## config.mk

```make
export PLATFORM = sky130hd
export DESIGN_NAME = usb_irq_unit
export DESIGN_NICKNAME = d
export VERILOG_FILES = /design/src/rtl/usbirq_pkg.sv /design/src/rtl/usbirq_mask.sv /design/src/rtl/usbirq_status.sv /design/src/rtl/usbirq_out.sv /design/src/rtl/usb_irq_unit.sv
export SDC_FILE = /design/constraint.sdc
export NUM_CORES = 1
export LEC_CHECK = 0
export CAP_MARGIN = 10
export CORE_ASPECT_RATIO = 1.2
export CORE_MARGIN = 2
export CORE_UTILIZATION = 43
export CTS_CLUSTER_SIZE = 8
export DETAILED_ROUTE_END_ITERATION = 7
export PLACE_DENSITY_LB_ADDON = 0.2
export SLEW_MARGIN = 25
export SYNTH_ARGS = -nofsm -noshare
export SYNTH_HDL_FRONTEND = slang
export SYNTH_HIERARCHICAL = 1
export SYNTH_SLANG_ARGS = --single-unit
```

## constraint.sdc

```tcl
create_clock -name clk -period 1.36 [get_ports clk]
set_clock_uncertainty 0.15 [all_clocks]
set_input_delay 0.272 -clock clk [delete_from_list [all_inputs] [get_ports clk]]
set_output_delay 0.272 -clock clk [all_outputs]
set_load 0.005 [all_outputs]
```

## src/rtl/usbirq_pkg.sv

```systemverilog
package usbirq_pkg;

    // Register selectors on reg_addr
    typedef enum logic [2:0] {
        SEL_MASK_SET = 3'd0,
        SEL_MASK_CLR = 3'd1,
        SEL_MASK_RD  = 3'd2,
        SEL_STAT_RD  = 3'd3,
        SEL_STAT_ACK = 3'd4,
        SEL_PEND_RD  = 3'd5
    } reg_sel_e;

    // Bus-event sources sit above the endpoint bits, at these offsets
    localparam int OFS_SOF   = 0;
    localparam int OFS_SUSP  = 1;
    localparam int OFS_BRST  = 2;
    localparam int OFS_WAKE  = 3;
    localparam int N_BUS_SRC = 4;

endpackage

```

## src/rtl/usbirq_mask.sv

```systemverilog
module usbirq_mask #(
    parameter int NSRC = 12
) (
    input  logic            clk,
    input  logic            rst,
    input  logic [NSRC-1:0] set_vec,
    input  logic [NSRC-1:0] clr_vec,
    output logic [NSRC-1:0] mask_q
);

    logic [NSRC-1:0] mask_d;

    always_comb begin
        mask_d = (mask_q | set_vec) & ~clr_vec;
    end

    always_ff @(posedge clk) begin
        if (rst) mask_q <= '0;
        else     mask_q <= mask_d;
    end

endmodule

```

## src/rtl/usbirq_status.sv

```systemverilog
module usbirq_status #(
    parameter int N_EP = 8,
    localparam int NSRC = N_EP + usbirq_pkg::N_BUS_SRC
) (
    input  logic            clk,
    input  logic            rst,
    input  logic [NSRC-1:0] evt_vec,
    input  logic [NSRC-1:0] ack_vec,
    output logic [NSRC-1:0] stat_q,
    output logic            susp_q
);
    import usbirq_pkg::*;

    localparam int B_SOF  = N_EP + OFS_SOF;
    localparam int B_SUSP = N_EP + OFS_SUSP;
    localparam int B_BRST = N_EP + OFS_BRST;
    localparam int B_WAKE = N_EP + OFS_WAKE;

    typedef struct packed {
        logic [NSRC-1:0] stat;
        logic            susp;
    } st_t;

    st_t             cur_q, nxt_d;
    logic [NSRC-1:0] set_eff;

    always_comb begin
        nxt_d = cur_q;
        // A frame marker is not recorded while the bus is suspended
        for (int i = 0; i < NSRC; i++) begin
            if (i == B_SOF) set_eff[i] = evt_vec[i] & ~cur_q.susp;
            else            set_eff[i] = evt_vec[i];
        end
        // A new event takes precedence over a clear of the same bit
        nxt_d.stat = (cur_q.stat & ~ack_vec) | set_eff;
        if (evt_vec[B_WAKE] || evt_vec[B_BRST]) nxt_d.susp = 1'b0;
        else if (evt_vec[B_SUSP])               nxt_d.susp = 1'b1;
    end

    always_ff @(posedge clk) begin
        if (rst) cur_q <= '0;
        else     cur_q <= nxt_d;
    end

    assign stat_q = cur_q.stat;
    assign susp_q = cur_q.susp;

endmodule

```

## src/rtl/usbirq_out.sv

```systemverilog
module usbirq_out #(
    parameter int NSRC = 12
) (
    input  logic            clk,
    input  logic            rst,
    input  logic [NSRC-1:0] stat_q,
    input  logic [NSRC-1:0] mask_q,
    input  logic [NSRC-1:0] force_vec,
    output logic [NSRC-1:0] pend,
    output logic            irq_q
);

    logic irq_d;

    always_comb begin
        pend  = stat_q & (mask_q | force_vec);
        irq_d = |pend;
    end

    always_ff @(posedge clk) begin
        if (rst) irq_q <= 1'b0;
        else     irq_q <= irq_d;
    end

endmodule

```

## src/rtl/usb_irq_unit.sv

```systemverilog
module usb_irq_unit #(
    parameter int N_EP = 8,
    localparam int NSRC = N_EP + usbirq_pkg::N_BUS_SRC
) (
    input  logic            clk,
    input  logic            rst,
    input  logic [N_EP-1:0] ep_evt,
    input  logic            sof_evt,
    input  logic            susp_evt,
    input  logic            busrst_evt,
    input  logic            wake_evt,
    input  logic            reg_wr,
    input  logic [2:0]      reg_addr,
    input  logic [NSRC-1:0] reg_wdata,
    output logic [NSRC-1:0] reg_rdata,
    output logic            irq
);
    import usbirq_pkg::*;

    localparam logic [NSRC-1:0] ONE = {{(NSRC-1){1'b0}}, 1'b1};
    localparam logic [NSRC-1:0] UNMASKABLE =
        (ONE << (N_EP + OFS_BRST)) | (ONE << (N_EP + OFS_WAKE));

    logic [NSRC-1:0] src_ev, ack_vec, mset_vec, mclr_vec;
    logic [NSRC-1:0] stat_q, mask_q, pend;
    logic            susp_q;

    always_comb begin
        src_ev   = {wake_evt, busrst_evt, susp_evt, sof_evt, ep_evt};
        mset_vec = '0;
        mclr_vec = '0;
        ack_vec  = '0;
        if (reg_wr) begin
            case (reg_addr)
                SEL_MASK_SET: mset_vec = reg_wdata;
                SEL_MASK_CLR: mclr_vec = reg_wdata;
                SEL_STAT_ACK: ack_vec  = reg_wdata;
                default:      ;
            endcase
        end
    end

    usbirq_mask #(.NSRC(NSRC)) u_mask (
        .clk     (clk),
        .rst     (rst),
        .set_vec (mset_vec),
        .clr_vec (mclr_vec),
        .mask_q  (mask_q)
    );

    usbirq_status #(.N_EP(N_EP)) u_stat (
        .clk     (clk),
        .rst     (rst),
        .evt_vec (src_ev),
        .ack_vec (ack_vec),
        .stat_q  (stat_q),
        .susp_q  (susp_q)
    );

    usbirq_out #(.NSRC(NSRC)) u_out (
        .clk       (clk),
        .rst       (rst),
        .stat_q    (stat_q),
        .mask_q    (mask_q),
        .force_vec (UNMASKABLE),
        .pend      (pend),
        .irq_q     (irq)
    );

    always_comb begin
        case (reg_addr)
            SEL_MASK_RD: reg_rdata = mask_q;
            SEL_STAT_RD: reg_rdata = stat_q;
            SEL_PEND_RD: reg_rdata = pend;
            default:     reg_rdata = '0;
        endcase
    end

endmodule

```

==> results of run 1 <==
-- cells in the mapped netlist --
cell type  count  area [sq um]
nor3_1         3          15.0
buf_4          2          15.0
dfxtp_1       26           521
buf_6          4          45.0
o21a_1        12          90.1
nor4b_1        1          8.76
nor4_1         5          31.3
a21oi_1        9          45.0
inv_1         11          41.3
nor2_1        44           165
and3b_1        1          8.76
nand2b_1      14          87.6
o2bb2ai_1     12           105
or3b_1         2          17.5
mux2i_1       12           120
nor3b_1        2          15.0
clkbuf_1       2          7.51
nand2_1       11          41.3
nor3_4         1          16.3
a31oi_1        1          6.26
a21oi_2        3          26.3
nand3b_1       1          7.51
or3_1          1          6.26
buf_2          3          15.0
conb_1         2          7.51
nor3_2         9          90.1
-- layout make-up --
class	count	area, sq um
multi-input combinational	156	1060
sequential	26	548
clock buffer	4	55.1
inverter	11	41.3
fill	283	985
timing repair buffer	76	661
tap	37	46.3
-- logic make-up (layout without fill, tap and decap cells) --
family | count (synthesis) | after routing | share of synthesized area
buffers and inverters | 22 | 91 | 0.0796
AO/OA/AOI/OAI | 37 | 37 | 0.175
flip-flops | 26 | 26 | 0.335
AND/OR/NAND/NOR | 95 | 95 | 0.328
multiplexers | 12 | 12 | 0.0772
other | 2 | 12 | 0.00483
-- stage by stage --
step | TNS [ps] | util | worst slack [ps]
after detailed placement | -24780 | 0.660 | -918
after CTS | -1480 | 0.708 | -163
after floorplan | 0 | - | 2.96
after global routing | -1760 | 0.710 | -167
final | -1280 | 0.710 | -146
after global placement | -24180 | 0.660 | -907
-- per-layer routing --
layer | global-route usage | wire length, um
met5 | 0 | 0
met4 | 0.0884 | 70
met3 | 0.0315 | 177
met2 | 0.390 | 2220
met1 | 0.265 | 1850
-- worst min-delay path by stage --
| stage | from | to | slack [ps] | cells past startpoint |
|---|---|---|---|---|
| after floorplan | rst | u_stat/stat_q[11] | 190 | 1 |
| after global placement | u_stat/stat_q[5] | u_stat/stat_q[5] | 330 | 2 |
| after detailed placement | u_stat/stat_q[0] | u_stat/stat_q[0] | 330 | 2 |
| after CTS | reg_addr[1] | u_mask/mask_q[11] | 260 | 5 |
| after global routing | reg_addr[1] | u_mask/mask_q[11] | 270 | 5 |
| final | reg_addr[1] | u_mask/mask_q[11] | 250 | 5 |
-- sequential cells by signal, summed over array words and instances, names as in the netlist --
register,cells
u_out/irq_q,1
u_stat/susp_q,1
u_mask/mask_q,12
u_stat/stat_q,12
-- what timing repair did --
| item | in CTS | in global routing |
|---|---|---|
| setup buffers | 7 | 5 |
| pin swaps | 19 | 11 |
| hold buffers | 0 | 0 |
| gates cloned | 0 | 0 |
| gates resized for setup | 99 | 13 |
| endpoints found under the setup margin | 38 | 23 |
-- report_power, final --
part,internal (mW),switching [mW]
sequential,0.805,0.0284
clock,0.260,0.262
combinational,0.253,0.203
total,1.32,0.493
-- tightest hold or removal path: stages --
cell and delay [ps]:
buf_6 80, buf_4 110, nor4_1 40, nor2_1 90, nor3_1 50
==> run summary, run 1 <==
max-cap viol count -> 0
root buffer cell -> clkbuf_8
largest net degree at the start of global routing -> 20
worst IR drop on VDD -> 0.000644 V
Cells after DPL -> 303
worst path required time -> 940 ps
DRT iter0 DRCs -> 47
failing checks -> DRC, setup timing
Crit path max-delay family -> flip-flops
final std cells w/o fill -> 310
Placed Area -> 0.00224 sq mm
HP Class -> input pin to register
cell count after synthesis -> 194
# setup viols final -> 12
initial core utilization -> 0.458
site row count -> 23
Post-Syn Area -> 0.00156 sq mm
setup repair after global routing missed its margin -> yes
Die Ht -> 69.9 um
slowest CP cell -> dfxtp_2
worst-path maximum fanout -> 3
Max Freq -> 664 MHz
crit path launch -> u_mask/mask_q[8]
sequential fraction of the synthesis area -> 0.335
total track usage -> 0.223
Final Cell Area -> 0.00241 sq mm
P per Cell Area -> 751 mW/mm^2
Post-route DRC -> 3
total core area -> 0.00340 sq mm
clock transition at the registers of the reported paths -> 100 ps
die width -> 58.9 um
startpoint types -> register
Max Slew Vio Count -> 0
Die ar. -> 0.00412 sq mm
antenna-violating nets left -> 0
final WL -> 4.32 mm
vias -> 1570
reg-to-reg endpoint -> u_out/irq_q
Worst Path Buf+Inv -> 1
synth unique cells -> 26
vias in the first global route -> 1584
clock latency at the later pin of the worst-skew pair -> 280 ps
cts bufs inserted -> 3
min Tclk post-route -> 1510 ps
mean post-synth cell area -> 8.02 sq um
r2r startpoint -> u_mask/mask_q[8]
worst setup path category -> register to output port
Ports -> 43
status -> finished, violations left
worst setup path endpoint -> reg_rdata[8]
worst-case reg-to-reg path depth -> 5
Final GP Congestion -> 0.768
commonest cells after routing, fill and taps aside -> 43 x nor2_1, 29 x buf_4, 25 x clkdlybuf4s50_1, 22 x dfxtp_2, 14 x nand2b_1
clock sinks -> 26
Final HPWL DP -> 2.91 mm
layout cells sized above 1 -> 0.374
critical path arrival -> 1080 ps
reg2reg setup slack -> 20 ps
Static Leak -> 1.06 nW
CP max stage delay -> 340 ps
Final #Nets -> 304
initial antenna violation count -> 0
GRT overflow -> 0
CTS Buffer Depth -> 2
Final Cycle Share -> 1.11
CTS tree -> yes
first-pass GRT wire length -> 7.15 mm
cell count along the critical path -> 3
IO Port Bufs -> 42
DRT Pass-1 Iters -> 6
final hold violations -> 0
FF+latch count, synth -> 26
Total Power -> 1.81 mW
CTS H-tree lvls -> 1
most common cell after layout, fill and taps aside -> nor2_1
crit-path cells -> o21a_1, o2bb2ai_4, buf_2
vias per std cell -> 5.06
routed len/inst -> 13.9 um
Area growth, synth to finish -> 55.0%
Ant. Diodes -> 0
Critical Path Sink Type -> output port
setup ws final -> -146 ps
Syn. warnings -> 6
final hold slack -> 255 ps
Note: power is estimated with default switching activity, not from simulation.
==> run 2: changes to the inputs <==
--- a/config.mk
+++ b/config.mk
@@ -8,7 +8,7 @@
 export CAP_MARGIN = 10
 export CORE_ASPECT_RATIO = 1.2
 export CORE_MARGIN = 2
-export CORE_UTILIZATION = 43
+export CORE_UTILIZATION = 40
 export CTS_CLUSTER_SIZE = 8
 export DETAILED_ROUTE_END_ITERATION = 7
 export PLACE_DENSITY_LB_ADDON = 0.2
==> run 2 against run 1 <==
Net effect: the run ends with setup timing left; first-iteration DRC count up 6.4%; non-clock buffer count up 3; core utilization down 2.4 points; highest routed layer unchanged; largest cell class unchanged; sequential share of layout area down 1.0 points.
==> run summary, run 2 (synthesis results as in run 1) <==
cts bufs inserted -> 3 (unchanged)
Final #Nets -> 308 (+1.3%)
met3 Resource Use GR -> 0.0339 (+0.00239)
Ant. Diodes -> 0 (unchanged)
initial antenna violation count -> 0 (unchanged)
reg-to-reg endpoint -> u_out/irq_q
CTS Buffer Depth -> 2 (unchanged)
largest net degree at the start of global routing -> 17 (-15%)
initial core utilization -> 0.421 (-0.0369)
Logic pwr share -> 0.245 (-0.007)
setup repair after global routing missed its margin -> yes
DRT Pass-1 Iters -> 4 (-2)
root buffer cell -> clkbuf_8
global routing usage on met1 -> 0.231 (-0.0346)
# setup viols final -> 13 (+1)
Final GP Congestion -> 0.789 (+2.8%)
Max Slew Vio Count -> 0 (unchanged)
HP Class -> input pin to register
worst IR drop on VDD -> 0.000678 V (+5.2%)
DRT iter0 DRCs -> 50 (+6.4%)
Post-route DRC -> 0 (-3)
Static Leak -> 1.10 nW (+3.1%)
startpoint types -> register
clock share of power -> 0.333 (+0.045)
Final HPWL DP -> 2.95 mm (+1.7%)
Ports -> 43 (unchanged)
CTS tree -> yes
Cells after DPL -> 316 (+4.3%)
crit path launch -> u_mask/mask_q[3]
Critical Path Sink Type -> output port
Final Util -> 0.686 (-0.0240)
Die Ht -> 72.3 um (+3.5%)
critical path arrival -> 1080 ps (about the same)
min Tclk post-route -> 1500 ps (-1.39 ps)
Area growth, synth to finish -> 62.9%
GRT met2 Usage -> 0.399 (+0.00892)
die width -> 60.9 um (+3.4%)
total core area -> 0.00369 sq mm (+8.8%)
clock latency at the later pin of the worst-skew pair -> 280 ps (about the same)
P per Cell Area -> 779 mW/mm^2 (+3.8%)
Die ar. -> 0.00440 sq mm (+7.0%)
Filler cells -> 309 (+9.2%)
min-delay src -> reg_addr[2]
GRT overflow -> 0 (unchanged)
vias -> 1658 (+5.6%)
Fin Setup TNS -> -1260 ps (+18.6 ps)
Pint -> 1.46 mW (+11%)
Post-CTS Hold Fix Bufs -> 0 (unchanged)
worst-case reg-to-reg path depth -> 4 (-1)
antenna-violating nets left -> 0 (unchanged)
routed len/inst -> 14.7 um (+5.3%)
final std cells w/o fill -> 329 (+6.1%)
most common cell after layout, fill and taps aside -> nor2_1
r2r startpoint -> u_mask/mask_q[1]
first-pass GRT wire length -> 6.92 mm (-3.2%)
final hold violations -> 0 (unchanged)
switch share -> 0.258 (-0.0141)
vias in the first global route -> 1541 (-2.7%)
clock transition at the registers of the reported paths -> 100 ps (about the same)
GR peak layer -> met2
final hold slack -> 298 ps (+43.3 ps)
CTS H-tree lvls -> 1 (unchanged)
pre-CTS WS -> -864 ps (+54.4 ps)
site row count -> 24 (+4.3%)
IO Port Bufs -> 42 (unchanged)
register area -> 551 sq um (+0.46%)
final WL -> 4.82 mm (+12%)
Final Cell Area -> 0.00253 sq mm (+5.1%)
commonest cells after routing, fill and taps aside -> 31 x nor2_1, 25 x clkdlybuf4s50_1, 24 x buf_4, 21 x dfxtp_2
area of the multi-input gates -> 0.00111 sq mm (+4.5%)
worst path required time -> 940 ps (about the same)
worst hold stages -> 5 (unchanged)
setup ws final -> -144 ps (+1.39 ps)
power share of the sequential group -> 0.422 (-0.038)
Sw Pwr -> 510 uW (+3.4%)
Hold Path Sink -> u_mask/mask_q[10]
worst setup path category -> register to output port
Max Freq -> 665 MHz (about the same)
status -> finished, violations left
worst-path maximum fanout -> 3 (unchanged)
failing checks -> setup timing
Final Cycle Share -> 1.11 (about the same)
clock sinks -> 26 (unchanged)
Total Power -> 1.97 mW (+9.0%)
max-cap viol count -> 0 (unchanged)
Placed Area -> 0.00223 sq mm (-0.39%)
reg2reg setup slack -> 60 ps (+40 ps)
layout cells sized above 1 -> 0.433 (+0.0596)
total track usage -> 0.212 (-0.0109)
vias per std cell -> 5.04 (-0.49%)
==> run 2: changes by cell type in the layout (fill, tap and decap cells not counted), sizes merged <==
cell / previous run / this run
buf: 49 / 52
bufinv: 0 / 1
clkbuf: 4 / 3
or3b: 2 / 3
==> run 2: worst max-delay path, stage by stage, from the launching register on <==
cell and delay [ps]:
dfxtp_2 350, o21a_1 200, o2bb2ai_2 130, buf_2 120
==> run 2: timing repair <==
action	in CTS	in global routing
buffers inserted	5	4
pin swaps	8	10
cloned	3	0
resized for setup	109	25
setup endpoints to repair	36	32
==> run 2: worst max-delay path by stage <==
stage               slack, ps  cells after the start               end
finish                   -140                      3      reg_rdata[3]
global route             -170                      3      reg_rdata[3]
CTS                      -120                      3      reg_rdata[4]
detailed placement       -860                      5      reg_rdata[3]
global placement         -870                      5      reg_rdata[3]
floorplan                   3                      6  u_stat/stat_q[0]
==> run 2: area by class of cell <==
| class | instances | area share |
|---|---|---|
| clock buffers | 3 | 0.0163 |
| clock inverters | 1 | 0.0119 |
| inverters | 11 | 0.0163 |
| multi-input cells | 157 | 0.437 |
| flip-flops and latches | 26 | 0.217 |
| well taps | 52 | 0.0257 |
| repair buffers | 79 | 0.276 |
==> run 2: metal layers <==
layer	share of wire	routed length, um
met2	0.55	2670
met4	0.020	96
met5	0	0
met1	0.39	1870
met3	0.039	186
==> run 2: power by group through the flow <==
stage / clock network [mW] / registers, mW / logic (mW)
after detailed placement: 0 / 0.842 / 0.403
after CTS: 0.661 / 0.831 / 0.440
after global routing: 0.695 / 0.837 / 0.518
after floorplan: 0 / 0.836 / 0.197
final: 0.658 / 0.833 / 0.483
after global placement: 0 / 0.841 / 0.399
==> run 3: changes to the inputs <==
--- a/config.mk
+++ b/config.mk
@@ -7,8 +7,8 @@
 export LEC_CHECK = 0
 export CAP_MARGIN = 10
 export CORE_ASPECT_RATIO = 1.2
-export CORE_MARGIN = 2
 export CORE_UTILIZATION = 40
+export CTS_BUF_LIST = sky130_fd_sc_hd__clkbuf_4
 export CTS_CLUSTER_SIZE = 8
 export DETAILED_ROUTE_END_ITERATION = 7
 export PLACE_DENSITY_LB_ADDON = 0.2
==> run 3 against run 2 <==
Net effect: the run still ends with setup timing left; sequential cell count stayed put; hold slack worse by 31 ps; register-to-register slack worse by 60 ps; critical path depth stayed put; clock power shrank 49%; sequential share of layout area up 0.87 points; cell area shrank 4.3%; combinational power fell by 3%; via count down 3.3%; sequential power about the same; core utilization down 2.4 points; power down 17%; critical endpoint is now reg_rdata[8]; largest cell class unchanged; highest routed layer unchanged.
==> run summary, run 3 (synthesis results as in run 1) <==
cts bufs inserted -> 3 (unchanged)
r2r startpoint -> u_mask/mask_q[7]
worst setup path category -> register to output port
DRT Pass-1 Iters -> 4 (unchanged)
min Tclk post-route -> 1530 ps (+28.5 ps)
Critical Path Sink Type -> output port
pre-CTS WS -> -886 ps (-22.1 ps)
Placed Area -> 0.00225 sq mm (+0.67%)
slowest CP cell -> dfxtp_2
max-cap viol count -> 0 (unchanged)
final std cells w/o fill -> 325 (-1.2%)
first-pass GRT wire length -> 7.15 mm (+3.3%)
reg-to-reg endpoint -> u_out/irq_q
CTS Buffer Depth -> 2 (unchanged)
Worst Path Buf+Inv -> 1 (unchanged)
setup repair after global routing missed its margin -> yes
initial core utilization -> 0.425 (+0.00345)
Ant. Diodes -> 0 (unchanged)
final hold violations -> 0 (unchanged)
vias per std cell -> 4.94 (-2.1%)
clock sinks -> 26 (unchanged)
Final HPWL DP -> 2.81 mm (-4.9%)
Final Cycle Share -> 1.13 (+0.0210)
Ports -> 43 (unchanged)
Final Util -> 0.662 (-0.0241)
worst path required time -> 940 ps (about the same)
GRT overflow -> 0 (unchanged)
Static Leak -> 1.05 nW (-4.0%)
Area growth, synth to finish -> 55.9%
vias in the first global route -> 1582 (+2.7%)
Max Slew Vio Count -> 0 (unchanged)
Die ar. -> 0.00414 sq mm (-6.0%)
Post-route DRC -> 0 (unchanged)
Final GP Congestion -> 0.748 (-5.2%)
initial antenna violation count -> 0 (unchanged)
status -> finished, violations left
setup ws final -> -173 ps (-28.5 ps)
Max Freq -> 652 MHz (-1.9%)
Die Ht -> 70.3 um (-2.8%)
layout cells sized above 1 -> 0.381 (-0.0523)
crit-path cells -> o21a_1, o2bb2ai_2, buf_2
# setup viols final -> 12 (-1)
Final Cell Area -> 0.00242 sq mm (-4.3%)
routed len/inst -> 13.5 um (-8.1%)
critical path arrival -> 1110 ps (+30 ps)
Hold Path Sink -> u_mask/mask_q[10]
P per Cell Area -> 674 mW/mm^2 (-14%)
most common cell after layout, fill and taps aside -> nor2_1
die width -> 58.9 um (-3.3%)
total track usage -> 0.226 (+0.0136)
CTS H-tree lvls -> 1 (unchanged)
worst IR drop on VDD -> 0.000438 V (-35%)
CP max stage delay -> 360 ps (about the same)
min-delay src -> reg_addr[2]
clock latency at the later pin of the worst-skew pair -> 310 ps (+30 ps)
antenna-violating nets left -> 0 (unchanged)
Filler cells -> 328 (+6.1%)
worst hold stages -> 5 (unchanged)
largest net degree at the start of global routing -> 19 (+2)
worst-path maximum fanout -> 3 (unchanged)
HP Class -> input pin to register
total core area -> 0.00366 sq mm (-0.81%)
worst-case reg-to-reg path depth -> 4 (unchanged)
site row count -> 24 (unchanged)
CTS tree -> yes
commonest cells after routing, fill and taps aside -> 41 x nor2_1, 25 x clkdlybuf4s50_1, 22 x buf_4, 22 x dfxtp_2, 16 x buf_2
Cells after DPL -> 313 (-0.95%)
vias -> 1604 (-3.3%)
final WL -> 4.38 mm (-9.2%)
Crit path max-delay family -> flip-flops
clock transition at the registers of the reported paths -> 140 ps (+40 ps)
Final #Nets -> 304 (-1.3%)
reg2reg setup slack -> 0 ps (-60 ps)
Fin Setup TNS -> -1800 ps (-542 ps)
failing checks -> setup timing
root buffer cell -> clkbuf_4
DRT iter0 DRCs -> 67 (+34%)
IO Port Bufs -> 42 (unchanged)
startpoint types -> register
run 3: cell count changes in the layout (fill, tap and decap cells not counted), moves of 3 or more:
cell | previous run | this run
nor2_2 | 12 | 3
clkbuf_8 | 3 | 0
buf_6 | 13 | 5
clkbuf_4 | 0 | 3
nor2_1 | 31 | 41
buf_2 | 13 | 16
run 3: worst max-delay path by stage:
| stage | startpoint | to | cells past startpoint |
|---|---|---|---|
| after floorplan | reg_addr[2] | u_stat/stat_q[0] | 6 |
| after global placement | reg_addr[0] | reg_rdata[0] | 5 |
| after detailed placement | reg_addr[0] | reg_rdata[5] | 5 |
| after CTS | u_mask/mask_q[2] | reg_rdata[2] | 3 |
| after global routing | u_mask/mask_q[1] | reg_rdata[1] | 3 |
| final | u_mask/mask_q[8] | reg_rdata[8] | 3 |
run 3: stage by stage:
step	hold WS (ps)	power, mW
2_1_floorplan	191	1.03
3_3_place_gp	328	1.25
3_5_place_dp	338	1.25
4_1_cts	256	1.63
5_1_grt	252	1.74
6_report	267	1.63
run 3: worst register-to-register path: cells and delay by family, from the launching register on:
kind            cells  cell delay [ps]
flops               1              350
buf+inv             1              120
simple gates        1              290
compound gates      2              340
run 3: repair_timing:
item / 4_1_cts / 5_1_grt
pin swaps: 19 / 15
buffers inserted: 11 / 2
cloned: 3 / 1
endpoints found under the setup margin: 36 / 25
gates resized for setup: 98 / 12
hold buffers: 0 / 0
run 3: where the power goes:
group	leakage [nW]	internal (mW)	switching [mW]	total, mW
Sequential	0.221	0.805	0.0269	0.832
Clock	0.0154	0.107	0.225	0.333
Combinational	0.815	0.259	0.209	0.468
run 3: cell type report:
type                    instances  area, sq um  area share
inverters                      11         41.3      0.0170
well taps                      52         65.1      0.0268
repair buffers                 74          662       0.273
multi-input cells             158         1080       0.446
flip-flops and latches         26          548       0.226
clock buffers                   3         22.5     0.00929
clock inverters                 1         3.75     0.00155
run 3: per-layer routing:
| layer | track usage | share of wire | up-vias |
|---|---|---|---|
| met5 | 0 | 0 | - |
| met4 | 0.0582 | 0.011 | 0 |
| met3 | 0.0222 | 0.032 | 4 |
| met2 | 0.403 | 0.51 | 33 |
| met1 | 0.282 | 0.45 | 759 |
| li1 | - | - | 808 |
